===== src/rtl/nand_bridge_pkg.sv =====
package nand_bridge_pkg;

    localparam int REG_W     = 32;
    localparam int BYTE_LSB  = 16;
    localparam int OPC_LSB   = 28;
    localparam int CE_BIT    = 31;
    localparam int BUSY_BIT  = 15;

    localparam logic [2:0] OPC_CMD   = 3'd0;
    localparam logic [2:0] OPC_ADDR  = 3'd1;
    localparam logic [2:0] OPC_ARM   = 3'd2;
    localparam logic [2:0] OPC_WDATA = 3'd3;

    typedef enum logic [2:0] {
        ST_IDLE,
        ST_WLO,
        ST_WHI,
        ST_RLO,
        ST_RHI,
        ST_DONE
    } bridge_state_e;

    typedef struct packed {
        logic       is_cmd;
        logic       is_addr;
        logic       is_arm;
        logic       is_wdata;
        logic       chip_en;
        logic [7:0] byte_val;
    } wr_decode_t;

endpackage


===== src/rtl/nand_cmd_decode.sv =====
module nand_cmd_decode
    import nand_bridge_pkg::*;
(
    input  logic [REG_W-1:0] wdata,
    output wr_decode_t       dec
);
    logic [2:0] opc;

    always_comb begin
        opc          = wdata[OPC_LSB +: 3];
        dec.is_cmd   = (opc == OPC_CMD);
        dec.is_addr  = (opc == OPC_ADDR);
        dec.is_arm   = (opc == OPC_ARM);
        dec.is_wdata = (opc == OPC_WDATA);
        dec.chip_en  = wdata[CE_BIT];
        dec.byte_val = wdata[BYTE_LSB +: 8];
    end
endmodule


===== src/rtl/nand_rb_sync.sv =====
module nand_rb_sync #(
    parameter int STAGES = 2
) (
    input  logic clk,
    input  logic rst_n,
    input  logic async_in,
    output logic sync_out
);
    logic [STAGES-1:0] chain_q;

    generate
        for (genvar i = 0; i < STAGES; i++) begin : g_stage
            always_ff @(posedge clk or negedge rst_n) begin
                if (!rst_n) begin
                    chain_q[i] <= 1'b1;
                end else if (i == 0) begin
                    chain_q[i] <= async_in;
                end else begin
                    chain_q[i] <= chain_q[(i == 0) ? 0 : i-1];
                end
            end
        end
    endgenerate

    assign sync_out = chain_q[STAGES-1];
endmodule


===== src/rtl/nand_reg_bridge.sv =====
module nand_reg_bridge
    import nand_bridge_pkg::*;
#(
    parameter int WE_LO = 3,
    parameter int WE_HI = 2,
    parameter int RE_LO = 4,
    parameter int RE_HI = 2
) (
    input  logic             clk,
    input  logic             rst_n,
    input  logic             bus_req,
    input  logic             bus_we,
    input  logic [REG_W-1:0] bus_wdata,
    output logic [REG_W-1:0] bus_rdata,
    output logic             bus_ack,
    output logic             nand_ce_n,
    output logic             nand_cle,
    output logic             nand_ale,
    output logic             nand_we_n,
    output logic             nand_re_n,
    output logic [7:0]       nand_io_o,
    output logic             nand_io_oe,
    input  logic [7:0]       nand_io_i,
    input  logic             nand_rb_n
);
    localparam int MAX_W  = (WE_LO > WE_HI ? WE_LO : WE_HI) > (RE_LO > RE_HI ? RE_LO : RE_HI)
                          ? (WE_LO > WE_HI ? WE_LO : WE_HI) : (RE_LO > RE_HI ? RE_LO : RE_HI);
    localparam int CNT_W  = $clog2(MAX_W + 1);

    typedef struct packed {
        bridge_state_e    state;
        logic [CNT_W-1:0] cnt;
        logic             armed;
        logic             ce_n;
        logic             cle;
        logic             ale;
        logic             we_n;
        logic             re_n;
        logic             io_oe;
        logic [7:0]       io_o;
        logic [7:0]       rd_byte;
    } bridge_regs_t;

    localparam bridge_regs_t REGS_RST = '{
        state:   ST_IDLE,
        cnt:     '0,
        armed:   1'b0,
        ce_n:    1'b1,
        cle:     1'b0,
        ale:     1'b0,
        we_n:    1'b1,
        re_n:    1'b1,
        io_oe:   1'b0,
        io_o:    8'h00,
        rd_byte: 8'h00
    };

    wr_decode_t   dec;
    logic         rb_sync;
    bridge_regs_t regs_q, regs_d;

    nand_cmd_decode u_dec (
        .wdata (bus_wdata),
        .dec   (dec)
    );

    nand_rb_sync #(.STAGES(2)) u_rb_sync (
        .clk      (clk),
        .rst_n    (rst_n),
        .async_in (nand_rb_n),
        .sync_out (rb_sync)
    );

    always_comb begin
        regs_d = regs_q;
        unique case (regs_q.state)
            ST_IDLE: begin
                if (bus_req) begin
                    if (bus_we) begin
                        regs_d.ce_n = ~dec.chip_en;
                        if (dec.is_cmd || dec.is_addr || dec.is_wdata) begin
                            regs_d.armed = 1'b0;
                            regs_d.state = ST_WLO;
                            regs_d.cnt   = CNT_W'(WE_LO - 1);
                            regs_d.we_n  = 1'b0;
                            regs_d.cle   = dec.is_cmd;
                            regs_d.ale   = dec.is_addr;
                            regs_d.io_oe = 1'b1;
                            regs_d.io_o  = dec.byte_val;
                        end else begin
                            regs_d.armed = dec.is_arm;
                            regs_d.state = ST_DONE;
                        end
                    end else if (regs_q.armed) begin
                        regs_d.state = ST_RLO;
                        regs_d.cnt   = CNT_W'(RE_LO - 1);
                        regs_d.re_n  = 1'b0;
                    end else begin
                        regs_d.state = ST_DONE;
                    end
                end
            end
            ST_WLO: begin
                if (regs_q.cnt == '0) begin
                    regs_d.we_n  = 1'b1;
                    regs_d.state = ST_WHI;
                    regs_d.cnt   = CNT_W'(WE_HI - 1);
                end else begin
                    regs_d.cnt = regs_q.cnt - 1'b1;
                end
            end
            ST_WHI: begin
                if (regs_q.cnt == '0) begin
                    regs_d.cle   = 1'b0;
                    regs_d.ale   = 1'b0;
                    regs_d.io_oe = 1'b0;
                    regs_d.state = ST_DONE;
                end else begin
                    regs_d.cnt = regs_q.cnt - 1'b1;
                end
            end
            ST_RLO: begin
                if (regs_q.cnt == '0) begin
                    regs_d.re_n    = 1'b1;
                    regs_d.rd_byte = nand_io_i;
                    regs_d.state   = ST_RHI;
                    regs_d.cnt     = CNT_W'(RE_HI - 1);
                end else begin
                    regs_d.cnt = regs_q.cnt - 1'b1;
                end
            end
            ST_RHI: begin
                if (regs_q.cnt == '0) begin
                    regs_d.state = ST_DONE;
                end else begin
                    regs_d.cnt = regs_q.cnt - 1'b1;
                end
            end
            ST_DONE: regs_d.state = ST_IDLE;
            default: regs_d.state = ST_IDLE;
        endcase
    end

    always_ff @(posedge clk or negedge rst_n) begin
        if (!rst_n) begin
            regs_q <= REGS_RST;
        end else begin
            regs_q <= regs_d;
        end
    end

    always_comb begin
        bus_rdata                     = '0;
        bus_rdata[BYTE_LSB +: 8]      = regs_q.rd_byte;
        bus_rdata[BUSY_BIT]           = ~rb_sync;
    end

    assign bus_ack    = (regs_q.state == ST_DONE);
    assign nand_ce_n  = regs_q.ce_n;
    assign nand_cle   = regs_q.cle;
    assign nand_ale   = regs_q.ale;
    assign nand_we_n  = regs_q.we_n;
    assign nand_re_n  = regs_q.re_n;
    assign nand_io_o  = regs_q.io_o;
    assign nand_io_oe = regs_q.io_oe;
endmodule


===== config.mk =====
export PLATFORM = sky130hd
export DESIGN_NAME = nand_reg_bridge
export DESIGN_NICKNAME = d
export VERILOG_FILES = /design/src/rtl/nand_bridge_pkg.sv /design/src/rtl/nand_cmd_decode.sv /design/src/rtl/nand_rb_sync.sv /design/src/rtl/nand_reg_bridge.sv
export SDC_FILE = /design/constraint.sdc
export NUM_CORES = 1
export LEC_CHECK = 0
export BUFFER_PORTS_ARGS = -buffer_cell sky130_fd_sc_hd__buf_2
export CAP_MARGIN = 5
export CORE_MARGIN = 10
export CORE_UTILIZATION = 46
export DETAILED_ROUTE_END_ITERATION = 6
export PLACE_DENSITY_LB_ADDON = 0.25
export REMOVE_ABC_BUFFERS = 1
export SYNTH_ARGS = -nofsm -noshare
export SYNTH_HDL_FRONTEND = slang
export SYNTH_SLANG_ARGS = --single-unit

===== constraint.sdc =====
create_clock -name clk -period 2.17 [get_ports clk]
set_input_delay 0.217 -clock clk [delete_from_list [all_inputs] [get_ports clk]]
set_output_delay 0.217 -clock clk [all_outputs]
set_load 0.02 [all_outputs]

# Word-level counts from Yosys, hierarchy flattened

Index checks and enable logic that the tools add are counted.

Bits in registers: 31
Input bits: 45
Output and inout port bits: 47
Word-level logic and storage cells: 82

Add/sub/neg operators: 1
Equal/unequal tests: 20
Mux-type cells: 27
Bitwise logic cells: 2
Reduce and logical (&&, ||, !) cells: 19

Operator list:

| kind                                              | count |
|---|---|
| two-way mux 3 bit                                 | 10 |
| two-way mux 21 bit                                | 1 |
| AND reduction 5 bit                               | 4 |
| two-way mux 9 bit                                 | 2 |
| inequality test 2 bit (second input constant)     | 9 |
| == test 3 x 2 -> 1 bit (second input constant)    | 4 |
| one-hot mux 3 bit (4 select lines)                | 1 |
| logical NOT 3 bit                                 | 3 |
| one-hot mux 3 bit (3 select lines)                | 1 |
| AND reduction 4 bit                               | 2 |
| == test 3 x 1 -> 1 bit (second input constant)    | 2 |
| == test 3 bit (second input constant)             | 2 |
| two-way mux 6 bit                                 | 1 |
| inequality test 3 bit (second input constant)     | 2 |
| one-hot mux 1 bit (2 select lines)                | 3 |
| nonzero test 2 bit                                | 3 |
| two-way mux 1 bit                                 | 5 |
| two-way mux 5 bit                                 | 1 |
| one-hot mux 2 bit (2 select lines)                | 1 |
| OR reduction 2 bit                                | 2 |
| AND reduction 3 bit                               | 1 |
| nonzero test 3 bit                                | 1 |
| subtractor 3 x 1 -> 3 bit (second input constant) | 1 |
| logical OR 1 bit                                  | 2 |
| 4 further kinds                                   | 5 |

# Depth between registers and ports, before layout

Word-level depth: 7
Mapped depth: 6
Mapped depth without buffers: 6

# Cells and area by module

From an unflattened synthesis, not the netlist that was laid out.

Cells, all modules: 177
Area total of the unflattened synthesis: 1869.3 um^2

By module, submodules not included:

| module          | times used | cells an instance | area each (um^2) | seq. area each (um^2) |
|---|---|---|---|---|
| nand_reg_bridge | 1          | 162               | 1719.1           | 729.4 |
| nand_cmd_decode | 1          | 13                | 97.6             | 0.0 |
| nand_rb_sync    | 1          | 2                 | 52.6             | 52.6 |

# Worst setup path after synthesis

No wires, ideal clock.

Path type: register to register
Start: register regs_q[27] (netlist bit)
End: register regs_q (netlist bit nand_cle)
Library setup time: 125 ps
Arrival time: 1676 ps
Required time: 2045 ps
Path slack: 369 ps
Cell stages (with the launch flop): 5
Path buffers: 1
Clock period less this slack: 1801 ps
Cell sequence: dfrtp_1 -> buf_2 -> or4b_4 -> a211o_1 -> mux2_4

Cells in the longest elaborated chain, start to end: 3
Elaborated cells on any way between the ends: 9
Classes of those cells: eq/ne: 5; mux: 1; reduce/logical: 3

RTL lines:

| what                                                                         | line                   | text |
|---|---|---|
| from (decl)                                                                  | nand_reg_bridge.sv:60  | `bridge_regs_t regs_q, regs_d;` |
| from (signal assigned)                                                       | nand_reg_bridge.sv:148 | `regs_q <= regs_d;` |
| == test 3 x 2 -> 1 bit or logical NOT 3 bit (tied branches)                  | nand_reg_bridge.sv:76  | `unique case (regs_q.state)` |
| inequality test 2 bit (no source line) or nonzero test 2 bit (tied branches) | n/a                    |  |
| AND reduction 5 bit (no source line)                                         | n/a                    |  |

Several ways; a longest one is shown, not always the timed one.
A chain may end at the register's enable or synchronous reset.

# Worst setup path in the final report

Start: register regs_q[23] (netlist bit)
End: register regs_q[24] (netlist bit)

Cells in the longest elaborated chain, start to end: 3
Elaborated cells on any way between the ends: 7
Classes of those cells: add/sub: 1; eq/ne: 1; mux: 3; reduce/logical: 2

RTL lines:

| what                                                                      | line |
|---|---|
| subtractor 3 x 1 -> 3 bit or logical NOT 3 bit (tied branches)            | n/a |
| two-way mux 3 bit, or another cell as far along                           | nand_reg_bridge.sv:113, nand_reg_bridge.sv:133 |
| one-hot mux 3 bit (3 select lines) or AND reduction 5 bit (tied branches) | n/a |

Several ways; a longest one is shown, not always the timed one. The select of a mux whose other input is x is not followed.

==> summary.md <==
| Metric | Value |
|---|---|
| Detailed-route via count | 1233 |
| Worst hold-check path type | input pin to flop |
| Clk_lat worst skew | 280 ps |
| All-layer global routing usage | 0.101 |
| Power density over the cells | 1440 mW/mm² |
| Cell depth of the worst flop-to-flop path | 6 |
| Antenna Nets Post-Route | 0 |
| Post-Place Worst Slack | 323 ps |
| Outcome | finished, final reports clean |
| Arrival time at the worst endpoint | 2030 ps |
| Clock root buffer | clkbuf_8 |
| Leakage power | 1.12 nW |
| TritonCTS clock tree | built |
| Synth async-reset ratio | 1.00 |
| Proportion of layout cells with a drive suffix above 1 | 0.435 |
| Number of antenna violations at the first check in global routing | 0 |
| Pin slew with the least headroom to its limit | 676 ps |
| Avg Vias per Cell | 4.64 |
| Slew HR | 0.550 |
| Area of the die | 0.00703 mm² |
| Synthesis-stage register bit count | 31 |
| DRC Markers | 0 |
| Beginning of the critical path | regs_q[23]$_DFFE_PN0P_ |
| Maximum clock frequency | roughly 540 MHz |
| Pins over their slew limit | 0 |
| Netlist cell types | 45 |
| Clock slew seen by the registers of the worst setup and hold paths | 70 ps |
| Die boundary height | approximately 84 µm |
| Area of the multi-input gates | 813 µm² |
| Overall power consumption | 0.00304 W |
| Endpoints failing hold | 0 |
| Pin count of the biggest net entering global routing | 32 |
| Maximum ir drop on the vdd rail | 0.645 mV |
| CP max-delay cell | dfrtp_1 |
| Count of boundary I/O pins | 92 |
| Type of element launching the critical path | flop |
| Post-synth EDFFs | 0 |
| Setup repair after global routing missed its margin | no |
| Final Instance Count excl. Fillers | 266 |
| Warnings from Yosys | 0 |
| Number of global-route vias before repair | 1317 |
| Endpoint of the lowest-slack register-to-register path | regs_q[24]$_DFFE_PN0P_ |
| Total core area | 0.00397 mm² |
| Total of endpoints with negative setup slack in the final report | 0 |
| Total clock sinks | 31 |
| IO Port Bufs | 48 |
| Post-Synthesis Mean Instance Area | around 11 µm² |
| Sum of overflow across all layers after global routing | 0 |
| Total number of H-tree levels | 2 |
| DRC violation total after the first TritonRoute iteration | 77 |
| Setup Total Neg Slack | 0 ps |
| Min setup slack post-route | 309 ps |
| Max Cap Viol | 0 |
| Worst reg2reg path startpoint | regs_q[23]$_DFFE_PN0P_ |
| Placement Rows | 23 |
| Post-CTS setup buffers | 0 |
| Die Width | 83.8 µm |
| Largest fanout on the critical path | 6 |
| Synth Cell Area | 0.00187 mm² |
| Combined flip-flop and latch cell area | 782 µm² |
| Critical path cell sequence | inv_1, ha_1, nand2b_1, and3_1, a211oi_1, mux2_2 |
| # fillers | 359 |
| Net count reported at finish | 262 |
| Final worst path period share | 0.858 |
| Max clock buf depth | 2 |
| Proportion of synthesized chip area in sequential cells | 0.417 |
| Synth-to-Final Area Change | 12.3% |
| Number of inserted diodes | 0 |
| R2R Setup Slk | 310 ps |
| Number of search-and-repair iterations in the first detailed-routing pass | 4 |
| CP required | 2340 ps |
| Worst setup skew after layout | 5.31 ps |
| Initial Utilization | 0.472 |
| Routability-driven placement congestion ratio | 0.845 |
| Final min period | 1860 ps |
| Wire length of the first global-routing pass | 5950 µm |
| Inserted Clock Buffers | 5 |
| Post-placement cell count | 257 |
| Destination of the critical timing path | regs_q[24]$_DFFE_PN0P_ |
| Cell count after synthesis | 176 |
| Dominant register cell in the synthesized netlist | dfrtp_1 |
| Routed length per placed instance | approximately 14 µm |
| Nature of the critical path endpoint | flop |
| Category of the critical setup timing path | flop to flop |
| Wire length reported by the detailed router | 3720 µm |
| Post-DP HPWL | 2890 µm |
| Delay of the slowest critical-path stage | 380 ps |
## cell usage after synthesis, types with 2 or more instances
master | instances | area [µm²]
mux2_4 | 9 | 135
buf_4 | 39 | 293
nor2b_1 | 3 | 18.8
mux2_2 | 9 | 101
clkbuf_1 | 4 | 15.0
buf_6 | 2 | 22.5
dfstp_2 | 5 | 131
a211o_1 | 3 | 26.3
o22a_1 | 2 | 17.5
nor3_1 | 4 | 20.0
ha_1 | 2 | 25.0
o31ai_1 | 2 | 15.0
o21bai_1 | 2 | 15.0
nand2_1 | 9 | 33.8
nand3b_1 | 4 | 30.0
dfrtp_1 | 26 | 651
nor2_1 | 6 | 22.5
a21oi_1 | 2 | 10.0
o21ai_0 | 8 | 40.0
nand2b_1 | 4 | 25.0
inv_1 | 7 | 26.3
## metrics by stage
step	instance area [µm²]	util	hold slack, ps
5_1_grt	2100	0.530	16.0
4_1_cts	2100	0.530	17.2
3_5_place_dp	1980	0.498	302
6_report	2100	0.530	25.3
3_3_place_gp	1980	0.498	298
2_1_floorplan	1620	-	-78.6
## layout make-up
class | count | share of cell area
timing repair buffer | 56 | 0.144
sequential | 31 | 0.372
tap | 50 | 0.0297
clock buffer | 6 | 0.0392
clock inverter | 2 | 0.0166
multi-input combinational | 114 | 0.386
inverter | 7 | 0.0125
## worst min-delay path by stage
| stage | startpoint | cells past startpoint | slack, ps | end |
|---|---|---|---|---|
| after floorplan | rst_n | 0 | -80 | bus_rdata[16]$_DFFE_PN0P_ |
| after global placement | rst_n | 1 | 300 | bus_rdata[20]$_DFFE_PN0P_ |
| after detailed placement | rst_n | 1 | 300 | bus_rdata[20]$_DFFE_PN0P_ |
| after CTS | nand_rb_n | 1 | 20 | u_rb_sync.chain_q[0]$_DFF_PN1_ |
| after global routing | nand_rb_n | 1 | 20 | u_rb_sync.chain_q[0]$_DFF_PN1_ |
| final | nand_rb_n | 1 | 30 | u_rb_sync.chain_q[0]$_DFF_PN1_ |
## repair_timing
| action | 4_1_cts | 5_1_grt |
|---|---|---|
| endpoints found under the hold margin | 21 | 0 |
| gates resized for setup | 0 | 0 |
| hold buffers | 1 | 0 |
## cell usage in the layout (no fill, tap or decap), drive strengths merged, types with 5 or more instances in the layout
cell type and n:
dfstp 5, nor2 6, mux2 18, dfrtp 26, clkbuf 6, buf 55, nand2b 5, o21ai 8
nand2 10, conb 23, inv 7
## sequential cells by signal, summed over array words and instances (netlist names)
register	count
bus_rdata	8
u_rb_sync.chain_q	1
nand_io_o	8
regs_q	7
u_rb_sync.sync_out	1
nand_re_n	1
nand_cle	1
nand_we_n	1
nand_io_oe	1
nand_ale	1
nand_ce_n	1
## where the power goes
part / internal, W / switching [W]
combinational: 0.000681 / 0.000800
sequential: 0.000831 / 0.000141
clock: 0.000371 / 0.000213
total: 0.00188 / 0.00115
## cell families after synthesis
| group | share of synthesized area |
|---|---|
| adders and majority gates | 0.0187 |
| and+or+nand+nor | 0.123 |
| other | 0.00200 |
| DFF | 0.417 |
| AOI/OAI and AO/OA | 0.110 |
| xor gates and xnor gates | 0.00467 |
| buffers and inverters | 0.193 |
| muxes | 0.132 |
## critical path, delay by kind of cell, from the launching register on
| kind | cells | cell delay (ps) |
|---|---|---|
| DFF | 1 | 380 |
| muxes | 1 | 370 |
| buffers and inverters | 1 | 130 |
| and+or+nand+nor | 2 | 400 |
| AOI/OAI and AO/OA | 1 | 250 |
| adders and majority gates | 1 | 230 |
## layer usage
| metal | vias to the layer above | share of wire | global-route usage |
|---|---|---|---|
| li1 | 616 | - | - |
| met1 | 567 | 0.44 | 0.114 |
| met2 | 44 | 0.47 | 0.163 |
| met3 | 6 | 0.075 | 0.0449 |
| met4 | 0 | 0.015 | 0.0411 |
| met5 | - | 0 | 0 |
No activity file was read; power rests on OpenSTA's default activity.
